<file path="src/rtl/sltmr_pkg.sv">
package sltmr_pkg;

   // Decoded control action for one clock cycle
   typedef enum logic [1:0] {
      SLT_CMD_NONE = 2'd0,
      SLT_CMD_ARM  = 2'd1,
      SLT_CMD_STOP = 2'd2
   } slt_cmd_e;

endpackage

</file>
<file path="src/rtl/sltmr_ctrl.sv">
module sltmr_ctrl
   import sltmr_pkg::*;
(
   input  logic     clk,
   input  logic     rst_n,
   input  logic     arm_wr,
   input  logic     stop_wr,
   input  logic     wrap,
   output slt_cmd_e cmd,
   output logic     run,
   output logic     irq
);

   logic run_q;
   logic irq_q;

   // Stop has priority over arm
   always_comb begin
      if (stop_wr)     cmd = SLT_CMD_STOP;
      else if (arm_wr) cmd = SLT_CMD_ARM;
      else             cmd = SLT_CMD_NONE;
   end

   always_ff @(posedge clk or negedge rst_n) begin
      if (!rst_n) begin
         run_q <= 1'b0;
         irq_q <= 1'b0;
      end else begin
         unique case (cmd)
            SLT_CMD_STOP: begin
               run_q <= 1'b0;
               irq_q <= 1'b0;
            end
            SLT_CMD_ARM: begin
               run_q <= 1'b1;
               irq_q <= 1'b0;
            end
            default: begin
               if (wrap) irq_q <= 1'b1;
            end
         endcase
      end
   end

   assign run = run_q;
   assign irq = irq_q;

   assert_stop_wins_R9: assert property (@(posedge clk) disable iff (!rst_n)
      stop_wr |=> !run_q);
   assert_arm_clears_R4: assert property (@(posedge clk) disable iff (!rst_n)
      (arm_wr && !stop_wr) |=> (run_q && !irq_q));
   assert_stop_clears_R5: assert property (@(posedge clk) disable iff (!rst_n)
      stop_wr |=> !irq_q);
   assert_irq_sticky_R8: assert property (@(posedge clk) disable iff (!rst_n)
      (irq_q && !arm_wr && !stop_wr) |=> irq_q);
   assert_irq_source_R3: assert property (@(posedge clk) disable iff (!rst_n)
      $rose(irq_q) |-> $past(wrap));

endmodule

</file>
<file path="src/rtl/sltmr_prescale.sv">
module sltmr_prescale #(
   parameter int STEP   = 3,
   parameter int PERIOD = 341
) (
   input  logic clk,
   input  logic rst_n,
   input  logic clr,
   input  logic adv,
   output logic tick
);

   generate
      if (STEP < 1 || STEP >= PERIOD) begin : g_bad_step
         $error("sltmr_prescale: STEP must be in 1..PERIOD-1");
      end

      if (PERIOD % STEP == 0) begin : g_divider
         // The period is a whole number of cycles: a plain cycle counter is enough
         localparam int DIV = PERIOD / STEP;
         localparam int DW  = $clog2(DIV + 1);
         logic [DW-1:0] div_q;

         assign tick = adv && (div_q == DW'(DIV - 1));

         always_ff @(posedge clk or negedge rst_n) begin
            if (!rst_n)    div_q <= '0;
            else if (clr)  div_q <= '0;
            else if (tick) div_q <= '0;
            else if (adv)  div_q <= div_q + 1'b1;
         end

         assert_div_range_R2: assert property (@(posedge clk) disable iff (!rst_n)
            div_q < DW'(DIV));
         assert_div_hold_R6: assert property (@(posedge clk) disable iff (!rst_n)
            (!adv && !clr) |=> $stable(div_q));
      end else begin : g_accum
         // Fractional cycles per period: keep a dot remainder
         localparam int ACC_W = $clog2(PERIOD);
         localparam int SUM_W = ACC_W + 1;
         logic [ACC_W-1:0] acc_q;
         logic [SUM_W-1:0] sum;

         assign sum  = {1'b0, acc_q} + SUM_W'(STEP);
         assign tick = adv && (sum >= SUM_W'(PERIOD));

         always_ff @(posedge clk or negedge rst_n) begin
            if (!rst_n)    acc_q <= '0;
            else if (clr)  acc_q <= '0;
            else if (tick) acc_q <= ACC_W'(sum - SUM_W'(PERIOD));
            else if (adv)  acc_q <= ACC_W'(sum);
         end

         assert_acc_range_R2: assert property (@(posedge clk) disable iff (!rst_n)
            acc_q < ACC_W'(PERIOD));
         assert_acc_hold_R6: assert property (@(posedge clk) disable iff (!rst_n)
            (!adv && !clr) |=> $stable(acc_q));
         assert_acc_clear_R10: assert property (@(posedge clk) disable iff (!rst_n)
            clr |=> (acc_q == '0));
      end
   endgenerate

endmodule

</file>
<file path="src/rtl/sltmr_count.sv">
module sltmr_count #(
   parameter int CNT_W = 8
) (
   input  logic             clk,
   input  logic             rst_n,
   input  logic             load,
   input  logic [CNT_W-1:0] ld_val,
   input  logic             tick,
   output logic             wrap
);

   generate
      if (CNT_W < 2) begin : g_bad_width
         $error("sltmr_count: CNT_W must be at least 2");
      end
   endgenerate

   logic [CNT_W-1:0] cnt_q;
   logic [CNT_W-1:0] latch_q;

   assign wrap = tick && (&cnt_q);

   always_ff @(posedge clk or negedge rst_n) begin
      if (!rst_n) begin
         cnt_q   <= '0;
         latch_q <= '0;
      end else if (load) begin
         cnt_q   <= ld_val;
         latch_q <= ld_val;
      end else if (wrap) begin
         cnt_q   <= latch_q;
      end else if (tick) begin
         cnt_q   <= cnt_q + 1'b1;
      end
   end

   assert_load_R4: assert property (@(posedge clk) disable iff (!rst_n)
      load |=> (cnt_q == $past(ld_val)) && (latch_q == $past(ld_val)));
   assert_reload_R3: assert property (@(posedge clk) disable iff (!rst_n)
      (wrap && !load) |=> (cnt_q == latch_q));
   assert_step_R2: assert property (@(posedge clk) disable iff (!rst_n)
      (tick && !wrap && !load) |=> (cnt_q == CNT_W'($past(cnt_q) + 1'b1)));
   assert_hold_R6: assert property (@(posedge clk) disable iff (!rst_n)
      (!tick && !load) |=> ($stable(cnt_q) && $stable(latch_q)));

endmodule

</file>
<file path="src/rtl/scanline_irq_timer.sv">
module scanline_irq_timer
   import sltmr_pkg::*;
#(
   parameter int CNT_W  = 8,
   parameter int STEP   = 3,
   parameter int PERIOD = 341
) (
   input  logic             clk,
   input  logic             rst_n,
   input  logic             cyc_en,
   input  logic             arm_wr,
   input  logic             stop_wr,
   input  logic [CNT_W-1:0] reload_val,
   output logic             irq
);

   slt_cmd_e cmd;
   logic     run;
   logic     tick;
   logic     wrap;
   logic     do_load;
   logic     do_adv;

   assign do_load = (cmd == SLT_CMD_ARM);
   assign do_adv  = run && cyc_en && (cmd == SLT_CMD_NONE);

   sltmr_ctrl u_ctrl (
      .clk     (clk),
      .rst_n   (rst_n),
      .arm_wr  (arm_wr),
      .stop_wr (stop_wr),
      .wrap    (wrap),
      .cmd     (cmd),
      .run     (run),
      .irq     (irq)
   );

   sltmr_prescale #(
      .STEP   (STEP),
      .PERIOD (PERIOD)
   ) u_pre (
      .clk   (clk),
      .rst_n (rst_n),
      .clr   (do_load),
      .adv   (do_adv),
      .tick  (tick)
   );

   sltmr_count #(
      .CNT_W (CNT_W)
   ) u_cnt (
      .clk    (clk),
      .rst_n  (rst_n),
      .load   (do_load),
      .ld_val (reload_val),
      .tick   (tick),
      .wrap   (wrap)
   );

   assert_idle_no_tick_R6: assert property (@(posedge clk) disable iff (!rst_n)
      !run |-> !tick);
   assert_gap_no_tick_R7: assert property (@(posedge clk) disable iff (!rst_n)
      !cyc_en |-> !tick);

endmodule

</file>
<file path="config.mk">
export PLATFORM = sky130hd
export DESIGN_NAME = scanline_irq_timer
export DESIGN_NICKNAME = d
export VERILOG_FILES = /design/src/rtl/sltmr_pkg.sv /design/src/rtl/sltmr_ctrl.sv /design/src/rtl/sltmr_prescale.sv /design/src/rtl/sltmr_count.sv /design/src/rtl/scanline_irq_timer.sv
export SDC_FILE = /design/constraint.sdc
export NUM_CORES = 1
export LEC_CHECK = 0
export ABC_AREA = 1
export BUFFER_PORTS_ARGS = -buffer_cell sky130_fd_sc_hd__buf_2
export CAP_MARGIN = 20
export CORE_ASPECT_RATIO = 0.7
export CORE_MARGIN = 2
export CORE_UTILIZATION = 60
export DETAILED_ROUTE_END_ITERATION = 7
export PLACE_DENSITY = 0.8
export SLEW_MARGIN = 20
export SYNTH_ARGS = -nofsm -noshare
export SYNTH_HDL_FRONTEND = slang
export SYNTH_SLANG_ARGS = --single-unit
export TNS_END_PERCENT = 30
</file>
<file path="constraint.sdc">
create_clock -name clk -period 6.1 [get_ports clk]
set_input_delay 0.305 -clock clk [delete_from_list [all_inputs] [get_ports clk]]
set_output_delay 0.305 -clock clk [all_outputs]
set_load 0.005 [all_outputs]
</file>
[After elaboration in Yosys (flattened, before gate mapping)]
Index checks and enable logic that the tools add are counted.
Word-level totals
  register bits after elaboration: 27
  bits of input ports: 13
  output and inout bits: 1
  logic and storage cells: 33
Operators by class
  $add $sub $neg: 3
  $lt $le $gt $ge: 1
  equal/unequal tests: 2
  mux-type cells: 11
  reduce and logical (&&, ||, !) cells: 11
Operators by type and width (number)
  2-to-1 mux 9 bit: 3
  2-to-1 mux 8 bit: 3
  adder 9 x 2 -> 10 bit (second input constant): 1
  >= comparator 10 x 9 -> 1 bit (second input constant): 1
  subtractor 9 bit (second input constant): 1
  adder 8 x 1 -> 8 bit (second input constant): 1
  AND reduction 8 bit: 1
  nonzero test 3 bit: 2
  logical AND 1 bit: 4
  nonzero test 2 bit: 2
  2-to-1 mux 1 bit: 3
  == test 2 x 1 -> 1 bit (second input constant): 1
  == test 2 bit (second input constant): 1
  logical NOT 2 bit: 1
  2-to-1 mux 2 bit: 1
  one-hot mux 1 bit (2 select lines): 1
  OR reduction 2 bit: 1

[Logic depth before layout (Yosys ltp)]
  word-level depth: 8
  gate-level depth with buffers: 19

[Cells and area by module]
Synthesis repeated with hierarchy kept, for this count alone.
Second synthesis, totals
  cell total of the unflattened synthesis: 297
  area, all modules: 2035.7 um2
Modules (own cells, without submodules)
  sltmr_prescale: times used 1, cells an instance 154, area each 959.7 um2, sequential area each 225.2 um2
  sltmr_count: times used 1, cells an instance 125, area each 954.7 um2, sequential area each 400.4 um2
  sltmr_ctrl: times used 1, cells an instance 12, area each 96.3 um2, sequential area each 50.0 um2
  scanline_irq_timer: times used 1, cells an instance 6, area each 25.0 um2, sequential area each 0.0 um2

[Worst setup path before layout]
Ideal clock, no wire load.
  path kind: register -> register
  start: reg u_pre.g_accum.acc_q[0]
  end: reg u_pre.g_accum.acc_q[5]
  arrival time: 1.824 ns
  required time: 5.970 ns
  path slack: 4.146 ns
  stages on the path, launching flop included: 18
  cell sequence: dfrtp_1 inv_2 ha_1 inv_1 nand2_1 nand2_1 clkinv_1 nand2_1 nand2_2 nand2_2 nand2_2 nand2_2 nand2_2 nand2_4 nand2_8 buf_8 o211ai_1 o21ai_0
Between the ends
  longest elaborated chain between the ends: 5
  elaborated cells on any way between the ends: 8
Ends and longest elaborated chain
  start: declaration: RTL line sltmr_prescale.sv:40  | logic [ACC_W-1:0] acc_q;
  start signal: assignment: RTL line sltmr_prescale.sv:49  | else if (tick) acc_q <= ACC_W'(sum - SUM_W'(PERIOD));
  start signal: assignment: RTL line sltmr_prescale.sv:50  | else if (adv) acc_q <= ACC_W'(sum);
  adder 9 x 2 -> 10 bit *: RTL line sltmr_prescale.sv:43  | assign sum = {1'b0, acc_q} + SUM_W'(STEP);
  >= comparator 10 x 9 -> 1 bit: RTL line sltmr_prescale.sv:44  | assign tick = adv && (sum >= SUM_W'(PERIOD));
  logical AND 1 bit: RTL line sltmr_prescale.sv:44
  2-to-1 mux 9 bit: RTL line sltmr_prescale.sv:49
  2-to-1 mux 9 bit: RTL line sltmr_prescale.sv:48  | else if (clr) acc_q <= '0;
Mark *: on every way between the ends. The rest lies on a longest branch, timed or not. The select of a mux whose other input is x is not followed.
A chain may end at the register's enable or synchronous reset.

[Worst setup path in the final report]
  start: reg u_pre.g_accum.acc_q[0]
  end: reg u_cnt.cnt_q[1]
Between the ends
  longest elaborated chain between the ends: 6
  elaborated cells on any way between the ends: 7
Ends and longest elaborated chain
  adder 9 x 2 -> 10 bit *: RTL line sltmr_prescale.sv:43
  >= comparator 10 x 9 -> 1 bit *: RTL line sltmr_prescale.sv:44
  logical AND 1 bit *: RTL line sltmr_prescale.sv:44
  logical AND 1 bit: RTL line sltmr_count.sv:21  | assign wrap = tick && (&cnt_q);
  2-to-1 mux 8 bit: RTL line sltmr_count.sv:30  | end else if (wrap) begin
  2-to-1 mux 8 bit: RTL line sltmr_count.sv:27  | end else if (load) begin
  end signal: assignment: RTL line sltmr_count.sv:28  | cnt_q <= ld_val;
  end signal: assignment: RTL line sltmr_count.sv:31  | cnt_q <= latch_q;
  end signal: assignment: RTL line sltmr_count.sv:33  | cnt_q <= cnt_q + 1'b1;
  end: declaration: RTL line sltmr_count.sv:18  | logic [CNT_W-1:0] cnt_q;
Mark *: on every way between the ends. The rest lies on a longest branch, timed or not.

==> metrics.txt <==
CP peak stage delay between 400 and 500 ps; Yosys reg bits 27; clock share of power 0.242; mapped cell area between 1500 and 2000 um2; total negative setup slack 0 ps; register clock-pin slew on the reported worst setup and hold paths 90 ps; number of vias per cell 5.56; share of the synthesized area in the top cell type 0.361; cts bufs inserted 3; worst skew pair latency about 270 ps; CP dominant cell by count inv_1; H-tree depth 1; top-count cell post-synth nand2_1; die span in y ~50 um; Post-DRT Antenna Nets 0; Clock Tree Buf Depth 2; CP delay by family, top simple AND/OR/NAND/NOR gates; endpoint class of the critical path flip-flop; Initial DRC Count between 200 and 250; final RePlAce weighted congestion 0.894; initial antenna violation count 0; Starting Density 0.649; kind of critical path flip-flop to flip-flop; Final Power 0.413 mW; Startpoint Class flip-flop; post-CTS resize count 0; Critical-path top delay cell dfrtp_1; Slew headroom 0.547; RSZ-0062 raised after global routing false; die area roughly 3600 um2; CP Max Fanout 17; dpl cells approximately 300; library cells used by synthesis 32; Tot GR Track Use 0.238; critical path cell sequence inv_2, ha_1, inv_1, nand4_1, inv_1, nand3_1, xor2_1, inv_1, nand2_4, nand2_8, nand2_4, nand2_1, nor2_1, a21oi_1; prevailing post-synth register cell dfrtp_1; Mapped Cells 260; final setup violation count 0; fin cells approximately 300; first-pass GRT wire length between 6 and 7 mm; setup ws final approximately 3700 ps; Psw ~0.13 mW; Slew Viols, Final 0; worst min path class input pin to asynchronous set/reset pin; Routed WL about 4 mm; CTS root buffer clkbuf_8; worst slew pin tran 677 ps; design area 1980 um2; leakage between 1 and 1.5 nW; Core ar. about 2900 um2; Tcrit/Tclk final 0.397; status completed; I/O Buffers 13; Req. time, crit path about 6300 ps; sw frac 0.314; number of synthesized flops with an enable pin 0; CTS tree built; Synthesized Nets roughly 280; # hold bufs at CTS 0; max-cap violation count 0; Synth Area per Inst between 7 and 8 um2; largest net degree at the start of global routing 28; # diodes 0; Syn-to-layout area delta 5.95%; Setup Skew roughly 7.5 ps; Seq pwr share 0.521; vias in the first global route approximately 1.5k; nets ~290; post-CTS setup buffer count 0; # rows 16; synth warn 0; top cells by area, synth dfrtp_1, nand2_1, nand3_1, inv_1, o21ai_0; Comb pwr share 0.237; Residual DRC 0; drt wl/cell 12.8 um; worst path arrival time around 2600 ps; register area share after synthesis 0.361; clock tree sinks 27; DP Wirelength 2.87 mm; grt ovf 0; total internal power between 0.2 and 0.3 mW; Tmin final around 2400 ps; Power Dens Cells 209 nW/um2; WHS ~39 ps; via count between 1.5k and 2k; Yosys top cell by area dfrtp_1; most frequent cells after synthesis nand2_1, inv_1, dfrtp_1, nand3_1, o21ai_0; IO Pins 14; peak supply drop 169 uV; final core occ 0.688; Worst Path Buf+Inv 4; Post-DP Area ~1900 um2; Die X 70.7 um; ys async rst share 1.00; Hold Vio Cnt, Final 0; Fmax 413 MHz; DP Worst Slack ~3700 ps; First-pass DRT Iterations 4; layout cell share with drive strength beyond 1 0.155
## cells in the final DEF (no fill, tap or decap), drive strengths merged
master	count
a31oi	1
xnor2	1
o21a	1
nand2	71
o21ai	27
nand4	11
clkbuf	4
a21oi	14
nor3	3
dfrtp	27
buf	14
o41ai	1
a21boi	3
clkinv	1
xor2	3
o211ai	1
ha	4
nor2	21
nand3	28
inv	35
## worst paths after layout
kind                                        start                      to  slack, ps  depth (start not counted)
max reg2reg                u_pre.g_accum.acc_q[0]          u_cnt.cnt_q[1]       3680                         14
min reg2reg                            u_ctrl.run              u_ctrl.run        510                          2
max                        u_pre.g_accum.acc_q[0]          u_cnt.cnt_q[1]       3680                         14
min in group clk                    reload_val[0]        u_cnt.latch_q[0]        270                          3
max in group asynchronous                   rst_n        u_cnt.latch_q[1]       5660                          1
min                                         rst_n  u_pre.g_accum.acc_q[5]         40                          1
## per-layer routing
metal  global-route usage  up-vias  share of wire  wire length, um
met5                    0        -              0                0
met4               0.0472        0         0.0043               17
met3               0.0482        2          0.058              230
met2                0.335       46           0.41             1600
met1                0.375      782           0.53             2090
li1                     -      878              -                -
## power groups by stage
stage / Sequential (mW) / Combinational (mW) / Clock [mW]
after floorplan: 0.215 / 0.0747 / 0
after global placement: 0.218 / 0.0951 / 0
after detailed placement: 0.218 / 0.0967 / 0
after CTS: 0.215 / 0.0974 / 0.104
after global routing: 0.218 / 0.115 / 0.110
final: 0.215 / 0.0981 / 0.0999
## state kept, by name, indices dropped and copies added (netlist names)
name / count
u_cnt.cnt_q: 8
u_cnt.latch_q: 8
u_ctrl.irq: 1
u_ctrl.run: 1
u_pre.g_accum.acc_q: 9
## final cells by class
class,count,area (um2)
clock buffer,4,45.0
fill,250,901
inverter,36,135
multi-input combinational,190,1010
sequential,27,676
tap,36,45.0
timing repair buffer,14,72.6
## cells by family (layout without fill, tap and decap cells)
group / after synthesis / in the layout / share of synthesized area
AO/OA/AOI/OAI: 48 / 48 / 0.138
XOR/XNOR: 4 / 4 / 0.0187
adder cells (fa/ha/maj): 4 / 4 / 0.0268
buffers and inverters: 43 / 54 / 0.0997
flip-flops: 27 / 27 / 0.361
AND/OR/NAND/NOR: 134 / 134 / 0.356
## worst register-to-register path, cell delays in order, from the launching register on
cell and delay [ps]:
dfrtp_1 440, inv_2 90, ha_1 210, inv_1 90
nand4_1 180, inv_1 120, nand3_1 80, xor2_1 190
inv_1 110, nand2_4 100, nand2_8 110, nand2_4 160
nand2_1 220, nor2_1 180, a21oi_1 50
(Power assumes the default switching activity.)
